## config.mk

```make
export PLATFORM = sky130hd
export DESIGN_NAME = dma_cs
export DESIGN_NICKNAME = d
export VERILOG_FILES = /design/src/rtl/dma_cs_pkg.sv /design/src/rtl/dma_cs_seq.sv /design/src/rtl/dma_cs_regs.sv /design/src/rtl/dma_cs_port.sv /design/src/rtl/dma_cs.sv
export SDC_FILE = /design/constraint.sdc
export NUM_CORES = 1
export LEC_CHECK = 0
export BUFFER_PORTS_ARGS = -buffer_cell sky130_fd_sc_hd__buf_2
export CAP_MARGIN = 20
export CORE_ASPECT_RATIO = 1.2
export CORE_MARGIN = 2
export CORE_UTILIZATION = 45
export DETAILED_ROUTE_END_ITERATION = 8
export PLACE_DENSITY = 0.79
export SLEW_MARGIN = 40
export SYNTH_ARGS = -nofsm -noshare
export SYNTH_HDL_FRONTEND = slang
export SYNTH_SLANG_ARGS = --single-unit
```

## constraint.sdc

```tcl
create_clock -name clk -period 1.95 [get_ports clk]
set_clock_uncertainty 0.15 [all_clocks]
set_input_delay 0 -clock clk [delete_from_list [all_inputs] [get_ports clk]]
set_output_delay 0 -clock clk [all_outputs]
set_load 0.005 [all_outputs]
```

## src/rtl/dma_cs_pkg.sv

```systemverilog
package dma_cs_pkg;
  typedef enum logic [1:0] {
    ST_IDLE = 2'd0,
    ST_WAIT = 2'd1,
    ST_REQ  = 2'd2,
    ST_XFER = 2'd3
  } dma_state_e;

  localparam logic [2:0] OFS_CTRL = 3'd0;
  localparam logic [2:0] OFS_DEV  = 3'd1;
  localparam logic [2:0] OFS_MEM  = 3'd2;
  localparam logic [2:0] OFS_CNT  = 3'd3;
  localparam logic [2:0] OFS_STAT = 3'd4;

  localparam int GO_BIT    = 0;
  localparam int DIR_BIT   = 1;
  localparam int STAT_BUSY = 0;
  localparam int STAT_DONE = 1;
endpackage

```

## src/rtl/dma_cs_seq.sv

```systemverilog
module dma_cs_seq
  import dma_cs_pkg::*;
(
  input  logic clk,
  input  logic rst_n,
  input  logic start,
  input  logic cnt_zero,
  input  logic cnt_last,
  input  logic dev_ready,
  input  logic bus_gnt,
  output logic bus_req,
  output logic xfer,
  output logic finish,
  output logic busy
);
  dma_state_e state_q, state_d;

  always_comb begin
    state_d = state_q;
    case (state_q)
      ST_IDLE: if (start && !cnt_zero) state_d = ST_WAIT;
      ST_WAIT: if (dev_ready)          state_d = ST_REQ;
      ST_REQ:  if (bus_gnt)            state_d = ST_XFER;
      ST_XFER: state_d = cnt_last ? ST_IDLE : ST_WAIT;
      default: state_d = ST_IDLE;
    endcase
  end

  always_ff @(posedge clk or negedge rst_n) begin
    if (!rst_n) state_q <= ST_IDLE;
    else        state_q <= state_d;
  end

  assign bus_req = (state_q == ST_REQ);
  assign xfer    = (state_q == ST_XFER);
  assign busy    = (state_q != ST_IDLE);
  assign finish  = (start && cnt_zero && (state_q == ST_IDLE)) || (xfer && cnt_last);
endmodule

```

## src/rtl/dma_cs_regs.sv

```systemverilog
module dma_cs_regs
  import dma_cs_pkg::*;
#(
  parameter int AW   = 16,
  parameter int CW   = 12,
  parameter int DEVW = 4
) (
  input  logic            clk,
  input  logic            rst_n,
  input  logic            reg_wr,
  input  logic [2:0]      reg_addr,
  input  logic [AW-1:0]   reg_wdata,
  output logic [AW-1:0]   reg_rdata,
  input  logic            busy,
  input  logic            step,
  input  logic            finish,
  output logic            start,
  output logic            dir,
  output logic [DEVW-1:0] dev_id,
  output logic [AW-1:0]   mem_addr,
  output logic            cnt_zero,
  output logic            cnt_last,
  output logic            done
);
  localparam logic [CW-1:0] CNT_ONE = CW'(1);
  localparam logic [AW-1:0] ADR_ONE = AW'(1);

  logic [AW-1:0]   mem_q, mem_d;
  logic [CW-1:0]   cnt_q, cnt_d;
  logic [DEVW-1:0] dev_q, dev_d;
  logic            dir_q, dir_d, done_q, done_d;
  logic            mem_en, cnt_en, dev_en, dir_en, done_en;
  logic            wr_ok, ctrl_wr;

  // writes only land while idle
  assign wr_ok   = reg_wr && !busy;
  assign ctrl_wr = wr_ok && (reg_addr == OFS_CTRL);
  assign start   = ctrl_wr && reg_wdata[GO_BIT];

  always_comb begin
    mem_en  = step || (wr_ok && (reg_addr == OFS_MEM));
    mem_d   = step ? (mem_q + ADR_ONE) : reg_wdata;
    cnt_en  = step || (wr_ok && (reg_addr == OFS_CNT));
    cnt_d   = step ? (cnt_q - CNT_ONE) : reg_wdata[CW-1:0];
    dev_en  = wr_ok && (reg_addr == OFS_DEV);
    dev_d   = reg_wdata[DEVW-1:0];
    dir_en  = ctrl_wr;
    dir_d   = reg_wdata[DIR_BIT];
    done_en = finish || ctrl_wr;
    done_d  = finish;
  end

  always_ff @(posedge clk or negedge rst_n) begin
    if (!rst_n) begin
      mem_q  <= '0;
      cnt_q  <= '0;
      dev_q  <= '0;
      dir_q  <= 1'b0;
      done_q <= 1'b0;
    end else begin
      if (mem_en)  mem_q  <= mem_d;
      if (cnt_en)  cnt_q  <= cnt_d;
      if (dev_en)  dev_q  <= dev_d;
      if (dir_en)  dir_q  <= dir_d;
      if (done_en) done_q <= done_d;
    end
  end

  always_comb begin
    reg_rdata = '0;
    case (reg_addr)
      OFS_CTRL: reg_rdata[DIR_BIT]    = dir_q;
      OFS_DEV:  reg_rdata[DEVW-1:0]   = dev_q;
      OFS_MEM:  reg_rdata             = mem_q;
      OFS_CNT:  reg_rdata[CW-1:0]     = cnt_q;
      OFS_STAT: begin
        reg_rdata[STAT_BUSY] = busy;
        reg_rdata[STAT_DONE] = done_q;
      end
      default:  reg_rdata = '0;
    endcase
  end

  assign dir      = dir_q;
  assign dev_id   = dev_q;
  assign mem_addr = mem_q;
  assign cnt_zero = (cnt_q == '0);
  assign cnt_last = (cnt_q == CNT_ONE);
  assign done     = done_q;
endmodule

```

## src/rtl/dma_cs_port.sv

```systemverilog
module dma_cs_port #(
  parameter int AW        = 16,
  parameter int DW        = 16,
  parameter int DEVW      = 4,
  parameter bit GATE_IDLE = 1'b1
) (
  input  logic            xfer,
  input  logic            dir,
  input  logic [AW-1:0]   mem_addr,
  input  logic [DEVW-1:0] dev_id,
  input  logic [DW-1:0]   dev_rdata,
  input  logic [DW-1:0]   bus_rdata,
  output logic            bus_valid,
  output logic            bus_we,
  output logic [AW-1:0]   bus_addr,
  output logic [DW-1:0]   bus_wdata,
  output logic [DEVW-1:0] dev_sel,
  output logic            dev_strobe,
  output logic            dev_wr,
  output logic [DW-1:0]   dev_wdata
);
  assign bus_valid  = xfer;
  assign bus_we     = xfer && !dir;
  assign dev_strobe = xfer;
  assign dev_wr     = xfer && dir;

  generate
    if (GATE_IDLE) begin : g_gated
      // quiet bus lines outside the owned cycle
      assign bus_addr  = xfer ? mem_addr  : '0;
      assign bus_wdata = xfer ? dev_rdata : '0;
      assign dev_wdata = xfer ? bus_rdata : '0;
      assign dev_sel   = xfer ? dev_id    : '0;
    end else begin : g_open
      assign bus_addr  = mem_addr;
      assign bus_wdata = dev_rdata;
      assign dev_wdata = bus_rdata;
      assign dev_sel   = dev_id;
    end
  endgenerate
endmodule

```

## src/rtl/dma_cs.sv

```systemverilog
module dma_cs
  import dma_cs_pkg::*;
#(
  parameter int AW        = 16,
  parameter int DW        = 16,
  parameter int CW        = 12,
  parameter int DEVW      = 4,
  parameter bit GATE_IDLE = 1'b1
) (
  input  logic            clk,
  input  logic            rst_n,
  input  logic            reg_wr,
  input  logic [2:0]      reg_addr,
  input  logic [AW-1:0]   reg_wdata,
  output logic [AW-1:0]   reg_rdata,
  output logic            irq,
  output logic            bus_req,
  input  logic            bus_gnt,
  output logic            bus_valid,
  output logic            bus_we,
  output logic [AW-1:0]   bus_addr,
  output logic [DW-1:0]   bus_wdata,
  input  logic [DW-1:0]   bus_rdata,
  input  logic            dev_ready,
  output logic [DEVW-1:0] dev_sel,
  output logic            dev_strobe,
  output logic            dev_wr,
  input  logic [DW-1:0]   dev_rdata,
  output logic [DW-1:0]   dev_wdata
);
  logic [1:0]      rst_pipe;
  logic            rst_sync_n;
  logic            busy, xfer, finish, start, dir, cnt_zero, cnt_last, done;
  logic [DEVW-1:0] dev_id;
  logic [AW-1:0]   mem_addr;

  // assert asynchronously, release on a clock edge
  always_ff @(posedge clk or negedge rst_n) begin
    if (!rst_n) rst_pipe <= '0;
    else        rst_pipe <= {rst_pipe[0], 1'b1};
  end
  assign rst_sync_n = rst_pipe[1];

  dma_cs_seq u_seq (
    .clk      (clk),
    .rst_n    (rst_sync_n),
    .start    (start),
    .cnt_zero (cnt_zero),
    .cnt_last (cnt_last),
    .dev_ready(dev_ready),
    .bus_gnt  (bus_gnt),
    .bus_req  (bus_req),
    .xfer     (xfer),
    .finish   (finish),
    .busy     (busy)
  );

  dma_cs_regs #(.AW(AW), .CW(CW), .DEVW(DEVW)) u_regs (
    .clk      (clk),
    .rst_n    (rst_sync_n),
    .reg_wr   (reg_wr),
    .reg_addr (reg_addr),
    .reg_wdata(reg_wdata),
    .reg_rdata(reg_rdata),
    .busy     (busy),
    .step     (xfer),
    .finish   (finish),
    .start    (start),
    .dir      (dir),
    .dev_id   (dev_id),
    .mem_addr (mem_addr),
    .cnt_zero (cnt_zero),
    .cnt_last (cnt_last),
    .done     (done)
  );

  dma_cs_port #(.AW(AW), .DW(DW), .DEVW(DEVW), .GATE_IDLE(GATE_IDLE)) u_port (
    .xfer      (xfer),
    .dir       (dir),
    .mem_addr  (mem_addr),
    .dev_id    (dev_id),
    .dev_rdata (dev_rdata),
    .bus_rdata (bus_rdata),
    .bus_valid (bus_valid),
    .bus_we    (bus_we),
    .bus_addr  (bus_addr),
    .bus_wdata (bus_wdata),
    .dev_sel   (dev_sel),
    .dev_strobe(dev_strobe),
    .dev_wr    (dev_wr),
    .dev_wdata (dev_wdata)
  );

  assign irq = done;
endmodule

```

### Word-level counts from Yosys, hierarchy flattened

Index checks and enable logic that the tools add are counted.
Widths: inputs -> output; s select.

* $add $sub $neg: 2
* equality and inequality tests: 11
* multiplexer cells: 16
* reduce and logical (&&, ||, !) cells: 24

Operator list (number)
* $mux 16: 4
* $add 16x1->16 const B: 1
* $pmux 8 s2: 1
* $eq 12x1->1 const B: 1
* $logic_and 1x1->1: 12
* $logic_not 12->1: 1
* $mux 12: 1
* $sub 12x1->12 const B: 1
* $mux 4: 2
* $pmux 2 s4: 1
* $eq 3x2->1 const B: 2
* $mux 2: 3
* $pmux 2 s3: 1
* $pmux 1 s5: 1
* $eq 2x2->1 const B: 2
* $logic_or 1x1->1: 4
* $ne 2x1->1 const B: 2
* $pmux 1 s4: 1
* $eq 3x1->1 const B: 1
* $eq 3x3->1 const B: 1
* $logic_not 1->1: 3
* $logic_not 3->1: 1
* $reduce_and 3->1: 1
* $eq 2x1->1 const B: 1
* other kinds (4): 4

* bits in registers: 38

### Depth between registers and ports, before layout

Gate-level depths: netlist (run 1).

* depth in word-level cells: 9
* mapped depth: 8
* gate-level depth less buffers: 6

### By module

From an unflattened synthesis (run 1), not the netlist that was laid out.

* cells, all modules: 343
* area total of the unflattened synthesis: 2920.3 um2

Modules (own cells, without submodules)
* dma_cs_regs: instances 1, cells an instance 260, area each 2294.7 um2, seq. area each 850.8 um2
* dma_cs_port: instances 1, cells an instance 61, area each 377.9 um2, seq. area each 0.0 um2
* dma_cs_seq: instances 1, cells an instance 19, area each 193.9 um2, seq. area each 50.0 um2
* dma_cs: instances 1, cells an instance 3, area each 53.8 um2, seq. area each 50.0 um2

### Worst setup path before layout (run 1)

No wires, ideal clock.

* path type: reg2reg
* start point: register u_seq.state_q[0]
* end point: register u_regs.dev_q[0] (netlist: u_regs.dev_id[0])
* setup time: 0.125 ns
* data arrival time: 1.736 ns
* required time: 1.675 ns
* slack: -0.061 ns
* cell stages (with the launch flop): 6
* path buffers: 1
* clock period less this slack: 2.011 ns
* cell sequence: dfrtp_1 -> inv_1 -> ha_1 -> clkbuf_1 -> nor3b_1 -> mux2_2

* longest elaborated chain between the ends: 4

RTL lines
* start: declaration: RTL line dma_cs_seq.sv:16 `dma_state_e state_q, state_d;`
* start signal: assignment: RTL line dma_cs_seq.sv:31 `else state_q <= state_d;`
* $reduce_bool 2->1: RTL line dma_cs_seq.sv:36 `assign busy = (state_q != ST_IDLE);`
* $logic_not 1->1: RTL line dma_cs_regs.sv:36 `assign wr_ok = reg_wr && !busy;`
* $logic_and 1x1->1: RTL line dma_cs_regs.sv:36
* $logic_and 1x1->1: RTL line dma_cs_regs.sv:45 `dev_en = wr_ok && (reg_addr == OFS_DEV);`
* end signal: assignment: RTL line dma_cs_regs.sv:63 `if (dev_en) dev_q <= dev_d;`
* end: declaration: RTL line dma_cs_regs.sv:30 `logic [DEVW-1:0] dev_q, dev_d;`

Every way passes these cells.
A chain may end at the register's enable or synchronous reset.

### Worst setup path in the final report (run 1)

* start point: register u_seq.state_q[0]
* end point: register u_seq.state_q[0]

* longest elaborated chain between the ends: 8
* elaborated cells on any way between the ends: 15

RTL lines
* $reduce_bool 2->1: RTL line dma_cs_seq.sv:36
* $logic_not 1->1: RTL line dma_cs_regs.sv:36
* $logic_and 1x1->1: RTL line dma_cs_regs.sv:36
* $logic_and 1x1->1: RTL line dma_cs_regs.sv:37 `assign ctrl_wr = wr_ok && (reg_addr == OFS_CTRL);`
* $logic_and 1x1->1: RTL line dma_cs_regs.sv:38 `assign start = ctrl_wr && reg_wdata[GO_BIT];`
* $logic_and 1x1->1: RTL line dma_cs_seq.sv:21 `ST_IDLE: if (start && !cnt_zero) state_d = ST_WAIT;`
* $ne 2x1->1 (no source line)
* $reduce_and 3->1 (no source line)

Several ways; a longest one is shown, not always the timed one.

==> metrics.md, run 1 <==
| Metric | Value |
|---|---|
| Initial core utilization | a little under half |
| Worst skew pair latency | 0.30 ns |
| GP Congestion | between 0.9 and 1 |
| FMAX | ~0.53 GHz |
| Largest family of logic cells by synthesized area | simple AND/OR/NAND/NOR gates |
| Area grow syn2layout | 45.15% |
| Setup Viol. Count Final | 0 |
| Core box area | roughly 6500 µm² |
| Yosys top cell by area | dfrtp_1 |
| Drt first pass iters | 6 |
| Initial drt markers | around 270 |
| Initial antenna violation count | 0 |
| Slew Viols, Final | 0 |
| Site Rows | 32 |
| HPWL after detailed placement | between 7000 and 8000 µm |
| Critical path's slowest cell | or4_4 |
| Post-synth top cells | 55 x and2_1, 38 x dfrtp_1, 31 x nor2_1 |
| Yosys Warn Count | 0 |
| CTS sink count | 38 |
| Vias in the first global route | 3,400 |
| DR vias | ~3,500 |
| Layout Nets | 610 |
| Port Buffer Count | around 130 |
| Power, Total | roughly 5.8 mW |
| Worst vdd ir | around 0.00070 V |
| Synthesized-area fraction occupied by adder cells | around 3.3% |
| # IOs | 130 |
| First-pass GRT wire length | between 15,000 and 20,000 µm |
| Total GRT Usage | roughly 28% |
| Pin count of the biggest net entering global routing | 37 |
| Synth Area in XOR/XNOR | ~1.4% |
| Outcome | finished clean |
| Slew @ Worst Pin | 0.6043 ns |
| Fraction of layout cells with a size suffix above 1 | 39.12% |
| CTS clk-pin slew, worst paths | approximately 0.080 ns |
| Max_cap viols | 0 |
| CP arrival | ~1.9 ns |
| Crit path required time | around 2 ns |
| Die area | approximately 7500 µm² |
| Final WL | approximately 11,000 µm |
| Number of diodes | 0 |
| Worst hold path class | input port to flip-flop |
| Die Y | ~94 µm |
| TritonCTS Buffers | 5 |
| Root Driver | clkbuf_8 |
| Period Utilization, post-route | 97.45% |
| Post-Route Utilization | between 60% and 70% |
| Critical Path Sink Type | flip-flop |
| Hold Vio Cnt, Final | 0 |
| Vias per std cell | around 5.6 |
| CTS tree | yes |
| Critical path's largest stage delay | between 0.4 and 0.5 ns |
| Compound-Gate Fraction of Synth Area | between 15 and 20% |
| Syn nets | around 430 |
| Simple-Gate Fraction of Synth Area | about a third |
| Final setup TNS | 0 ns |
| Sequential fraction of the synthesis area | 31.13% |
| Grt ovf | 0 |
| Post-Syn Area | about 3100 µm² |
| Max-slew headroom | about 60% |
| Fillers | 529 |
| Crit path max fanout | 5 |
| LEAKAGE | roughly 2.2 nW |
| Clock Tree Buf Depth | 2 |
| Mux contribution to synthesized area | under 10% |
| FF/Latch Area | 953.4 µm² |
| WS Path Type | flip-flop to flip-flop |
| H-tree Lvls | 2 |
| Wire length per cell | 17.35 µm |
| Synth area leaders | dfrtp_1 31%, and2_1 11%, mux2i_1 6.6% |
| Synthesized flop and latch total | 38 |
| Dpl cells | between 600 and 700 |
| Post-Syn Instances | 370 |
| Ys async rst share | 100.0% |
| Final ANT Viol Nets | 0 |
| Multi-input gate area | 2044 µm² |
| Crit path cell chain | buf_6, ha_1, nor2b_2, or4_4, a21oi_2, nor3_2 |
| Top_reg_cell synth | dfrtp_1 |
| Top cell type's share of synthesized area | between 30% and 40% |
| Startpoint types | flip-flop |
| Avg Cell Area, Syn | approximately 8.3 µm² |
| Yosys cell types | slightly below 60 |
| Number of remaining DRC errors | 0 |
| Die Wd | 79.21 µm |
| Clock period minus worst slack | 1.900 ns |
| Top-count cell post-synth | and2_1 |
| Post-synth EDFFs | 0 |
| Finished Layout Cells | between 600 and 700 |
| PD cells | 1297 nW/µm² |
## critical path, delay by kind of cell (launching register included)
kind	cells	cell delay, ns
compound gates	1	0.16
buf+inv	1	0.13
fa+ha+maj	1	0.18
simple gates	3	0.72
flops	1	0.45
## power breakdown
part	switching (mW)	total, mW	internal, mW
clock	0.312	0.598	0.286
sequential	0.412	1.56	1.15
combinational	1.84	3.60	1.75
## metal layers
| layer | up-vias | track usage [%] | part of all wire, % |
|---|---|---|---|
| met2 | 144 | 48.73 | 53 |
| li1 | 1682 | - | - |
| met4 | 0 | 11.49 | 1.8 |
| met5 | - | 0 | 0 |
| met3 | 23 | 3.750 | 5.3 |
| met1 | 1700 | 35.07 | 40 |
## placed cells by master, fill, tap and decap left out, types with 5 or more instances in the layout
master,netlist,final
nand4_1,7,7
nand2_1,21,21
nand2b_1,6,6
inv_1,12,10
clkbuf_8,0,6
mux2_2,7,7
o22ai_1,7,7
and2_1,55,55
a31oi_1,6,6
o31ai_1,5,5
nor2_1,31,30
dfrtp_1,38,36
nand3_1,10,10
mux2i_1,20,20
ha_1,8,5
dlygate4sd3_1,0,19
buf_4,1,39
buf_2,6,129
o21ai_0,17,17
a21oi_1,20,19
## final timing paths
| kind | from | endpoint | slack (ns) | cells past startpoint |
|---|---|---|---|---|
| worst max register to register | u_seq.state_q[0] | u_seq.state_q[0] | 0.05 | 6 |
| worst min register to register | rst_pipe[1] | u_regs.dev_id[0] | 0.16 | 1 |
| min in group asynchronous | rst_pipe[1] | u_regs.dev_id[0] | 0.16 | 1 |
| worst max-delay path | u_seq.state_q[0] | u_seq.state_q[0] | 0.05 | 6 |
| max in group asynchronous | rst_pipe[1] | u_seq.state_q[1] | 1.10 | 1 |
| worst min-delay path | bus_gnt | u_seq.state_q[1] | 0.0008 | 4 |
## sequential cells by signal (all words and copies together) (netlist names)
register         flops
u_regs.done          1
u_regs.dev_id        4
rst_pipe             2
u_regs.mem_addr     16
u_seq.state_q        2
u_regs.dir           1
u_regs.cnt_q        12
## per-stage QoR
stage / setup slack [ns] / instance area [µm²] / hold WS [ns]
3_3_place_gp: -0.009895 / 4016 / -0.3647
2_1_floorplan: 0.02102 / 3060 / -0.4456
6_report: 0.04979 / 4433 / 0.0008308
5_1_grt: -0.01592 / 4433 / 0.07262
4_1_cts: -0.04403 / 4324 / 0.01100
3_5_place_dp: -0.04531 / 4016 / -0.3644
## cell type report
type / count / share of cell area [%]
repair buffers: 192 / 26.81
multi-input cells: 296 / 46.12
inverters: 13 / 1.101
clock buffers: 7 / 1.948
flip-flops and latches: 38 / 21.51
well taps: 85 / 2.399
clock inverters: 1 / 0.1129
## cell families after synthesis
logic type      after synthesis
compound gates               83
flops                        38
buf+inv                      36
xor+xnor                      5
simple gates                172
mux                          27
fa+ha+maj                     8
other cells                   1
## what timing repair did
item,CTS,global route
pin swaps,1,4
buffers inserted,2,1
hold buffers,19,0
gates resized for setup,3,28
setup endpoints to repair,38,62
endpoints found under the hold margin,35,0
Note: power is estimated with default switching activity, not from simulation.
==> inputs of run 2 (changes only) <==
--- a/config.mk
+++ b/config.mk
@@ -11,6 +11,7 @@
 export CORE_MARGIN = 2
 export CORE_UTILIZATION = 45
 export DETAILED_ROUTE_END_ITERATION = 8
+export HOLD_SLACK_MARGIN = 0.12
 export PLACE_DENSITY = 0.79
 export SLEW_MARGIN = 40
 export SYNTH_ARGS = -nofsm -noshare
==> metrics.md, run 2 (synthesized netlist as in run 1, its figures left out) <==
| Metric | Value |
|---|---|
| Number of remaining DRC errors | 0 (unchanged) |
| Placed Area | 4016 µm² (unchanged) |
| HPWL after detailed placement | 7727 µm (unchanged) |
| Initial drt markers | 387 (was 273) |
| Sequential power share | 27.2% (was 27.1%) |
| FMAX | 0.5291 GHz (was 0.5263 GHz) |
| Crit path required time | 1.98 ns (was 1.99 ns) |
| Area grow syn2layout | 45.84% (was 45.15%) |
| Vias per std cell | 5.674 (was 5.616) |
| DR vias | 3,603 (was 3,549) |
| Total GRT Usage | 28.77% (was 28.14%) |
| Critical Path Sink Type | flip-flop (unchanged) |
| CP arrival | 1.92 ns (was 1.94 ns) |
| CTS tree | yes (unchanged) |
| Worst vdd ir | 0.0006967 V (was 0.0007021 V) |
| Die Y | 94.25 µm (unchanged) |
| Site Rows | 32 (unchanged) |
| Final ANT Viol Nets | 0 (unchanged) |
| Slew @ Worst Pin | 0.6231 ns (was 0.6043 ns) |
| Wire length per cell | 17.47 µm (was 17.35 µm) |
| Die Wd | 79.21 µm (unchanged) |
| Initial core utilization | 47.09% (unchanged) |
| First-pass GRT wire length | 16,770 µm (was 16,420 µm) |
| TritonCTS Buffers | 5 (unchanged) |
| Most common cell after layout, fill and taps aside | buf_2 (unchanged) |
| WS Path Type | flip-flop to flip-flop (unchanged) |
| Grt ovf | 0 (unchanged) |
| NetSw | 2.571 mW (was 2.565 mW) |
| Core box area | 6486 µm² (unchanged) |
| Comb power frac | 62.4% (was 62.5%) |
| Max-slew headroom | 58.46% (was 59.71%) |
| CTS sink count | 38 (unchanged) |
| Startpoint types | flip-flop (unchanged) |
| Pin count of the biggest net entering global routing | 37 (unchanged) |
| Most frequent cells in the layout | 129 x buf_2, 55 x and2_1, 40 x buf_4, 35 x dfrtp_1, 30 x nor2_1 (was 129 x buf_2, 55 x and2_1, 39 x buf_4, 36 x dfrtp_1, 30 x nor2_1) |
| PD cells | 1290 nW/µm² (was 1297 nW/µm²) |
| Root Driver | clkbuf_8 (unchanged) |
| Vias in the first global route | 3,497 (was 3,400) |
| Worst hold path class | input port to output port (was input port to flip-flop) |
| LEAKAGE | 2.184 nW (was 2.174 nW) |
| Final WL | 11,100 µm (was 10,970 µm) |
| Setup Viol. Count Final | 0 (unchanged) |
| Number of diodes | 0 (unchanged) |
| Die area | 7465 µm² (unchanged) |
| Clock period minus worst slack | 1.890 ns (was 1.900 ns) |
| Finished Cell Area | 4454 µm² (was 4433 µm²) |
| Largest register FFs | 16 (unchanged) |
| Fraction of layout cells with a size suffix above 1 | 38.91% (was 39.12%) |
| Crit path max fanout | 11 (was 5) |
| Max_cap viols | 0 (unchanged) |
| Outcome | finished clean (unchanged) |
| GP Congestion | 0.9315 (unchanged) |
| Slew Viols, Final | 0 (unchanged) |
| CTS clk-pin slew, worst paths | 0.09 ns (was 0.08 ns) |
| Period Utilization, post-route | 96.92% (was 97.45%) |
| Clock Tree Buf Depth | 2 (unchanged) |
| Layout Nets | 613 (was 610) |
| Hold_ws | 0.1225 ns (was 0.0008308 ns) |
| Internal power | 3.176 mW (was 3.186 mW) |
| Hold Vio Cnt, Final | 0 (unchanged) |
| H-tree Lvls | 2 (unchanged) |
| Port Buffer Count | 129 (unchanged) |
| Drt first pass iters | 5 (was 6) |
| Worst skew pair latency | 0.30 ns (about the same) |
| # IOs | 130 (unchanged) |
| Initial antenna violation count | 0 (unchanged) |
| Switching Share | 44.73% (was 44.61%) |
| Clock share of power | 10.4% (about the same) |
[run 2: cell types whose count changed in the layout (fill, tap and decap cells not counted), sizes merged]
cell,previous run,this run
dlygate4sd3,19,22
[run 2: critical path: stages, from the launching register on]
cell     delay [ns]
dfrtp_2        0.44
inv_1          0.14
ha_4           0.17
buf_6          0.14
nand2_1        0.11
nor2_2         0.16
buf_4          0.17
mux2i_1        0.20
mux2i_1        0.10
[run 2: layout make-up]
type / count / area [µm²]
Sequential cell: 38 / 954.7
Clock buffer: 7 / 86.33
Timing Repair Buffer: 195 / 1215
Tap cell: 85 / 106.4
Inverter: 13 / 48.80
Fill cell: 528 / 2032
Clock inverter: 1 / 5.005
Multi-Input combinational cell: 296 / 2038
[run 2: path summary, 6_finish.rpt]
path                            slack [ns]             start  cells past startpoint                 end
worst min-delay path                  0.12     dev_rdata[10]                      3       bus_wdata[10]
worst max register to register        0.06  u_seq.state_q[1]                      8     u_regs.cnt_q[3]
max in group asynchronous             1.11       rst_pipe[1]                      1    u_seq.state_q[1]
worst max-delay path                  0.06  u_seq.state_q[1]                      8     u_regs.cnt_q[3]
worst min register to register        0.15       rst_pipe[1]                      1  u_regs.mem_addr[0]
min in group asynchronous             0.15       rst_pipe[1]                      1  u_regs.mem_addr[0]
[run 2: metal layers]
layer  vias to the layer above  global-route usage, %  share of wire, %
li1                       1683                      -                 -
met1                      1720                  35.01                39
met2                       167                  49.93                52
met3                        33                  4.038               6.0
met4                         0                  13.22               2.5
met5                         -                      0                 0
[run 2: power groups by stage]
stage / Sequential, mW / Combinational [mW] / Clock (mW)
after global placement: 1.52 / 3.17 / 0
final: 1.56 / 3.59 / 0.596
after floorplan: 1.51 / 1.91 / 0
after global routing: 1.60 / 3.90 / 0.625
after CTS: 1.52 / 3.36 / 0.595
after detailed placement: 1.54 / 3.27 / 0
[run 2: through the flow]
stage	power, mW	setup slack [ns]	util [%]	setup TNS [ns]	instances
after floorplan	3.422	0.02102	-	0	370
after global placement	4.688	-0.009895	61.92	-0.009895	602
after detailed placement	4.805	-0.04531	61.92	-0.09455	602
after CTS	5.475	-0.03906	67.13	-0.2855	634
after global routing	6.127	-0.01804	68.67	-0.03470	635
final	5.747	0.06006	68.67	0	635
[run 2: timing repair]
action / 4_1_cts / 5_1_grt
pin swaps: 1 / 4
endpoints found under the setup margin: 38 / 62
setup buffers: 2 / 1
endpoints found under the hold margin: 37 / 0
resized for setup: 3 / 26
hold buffers: 22 / 0
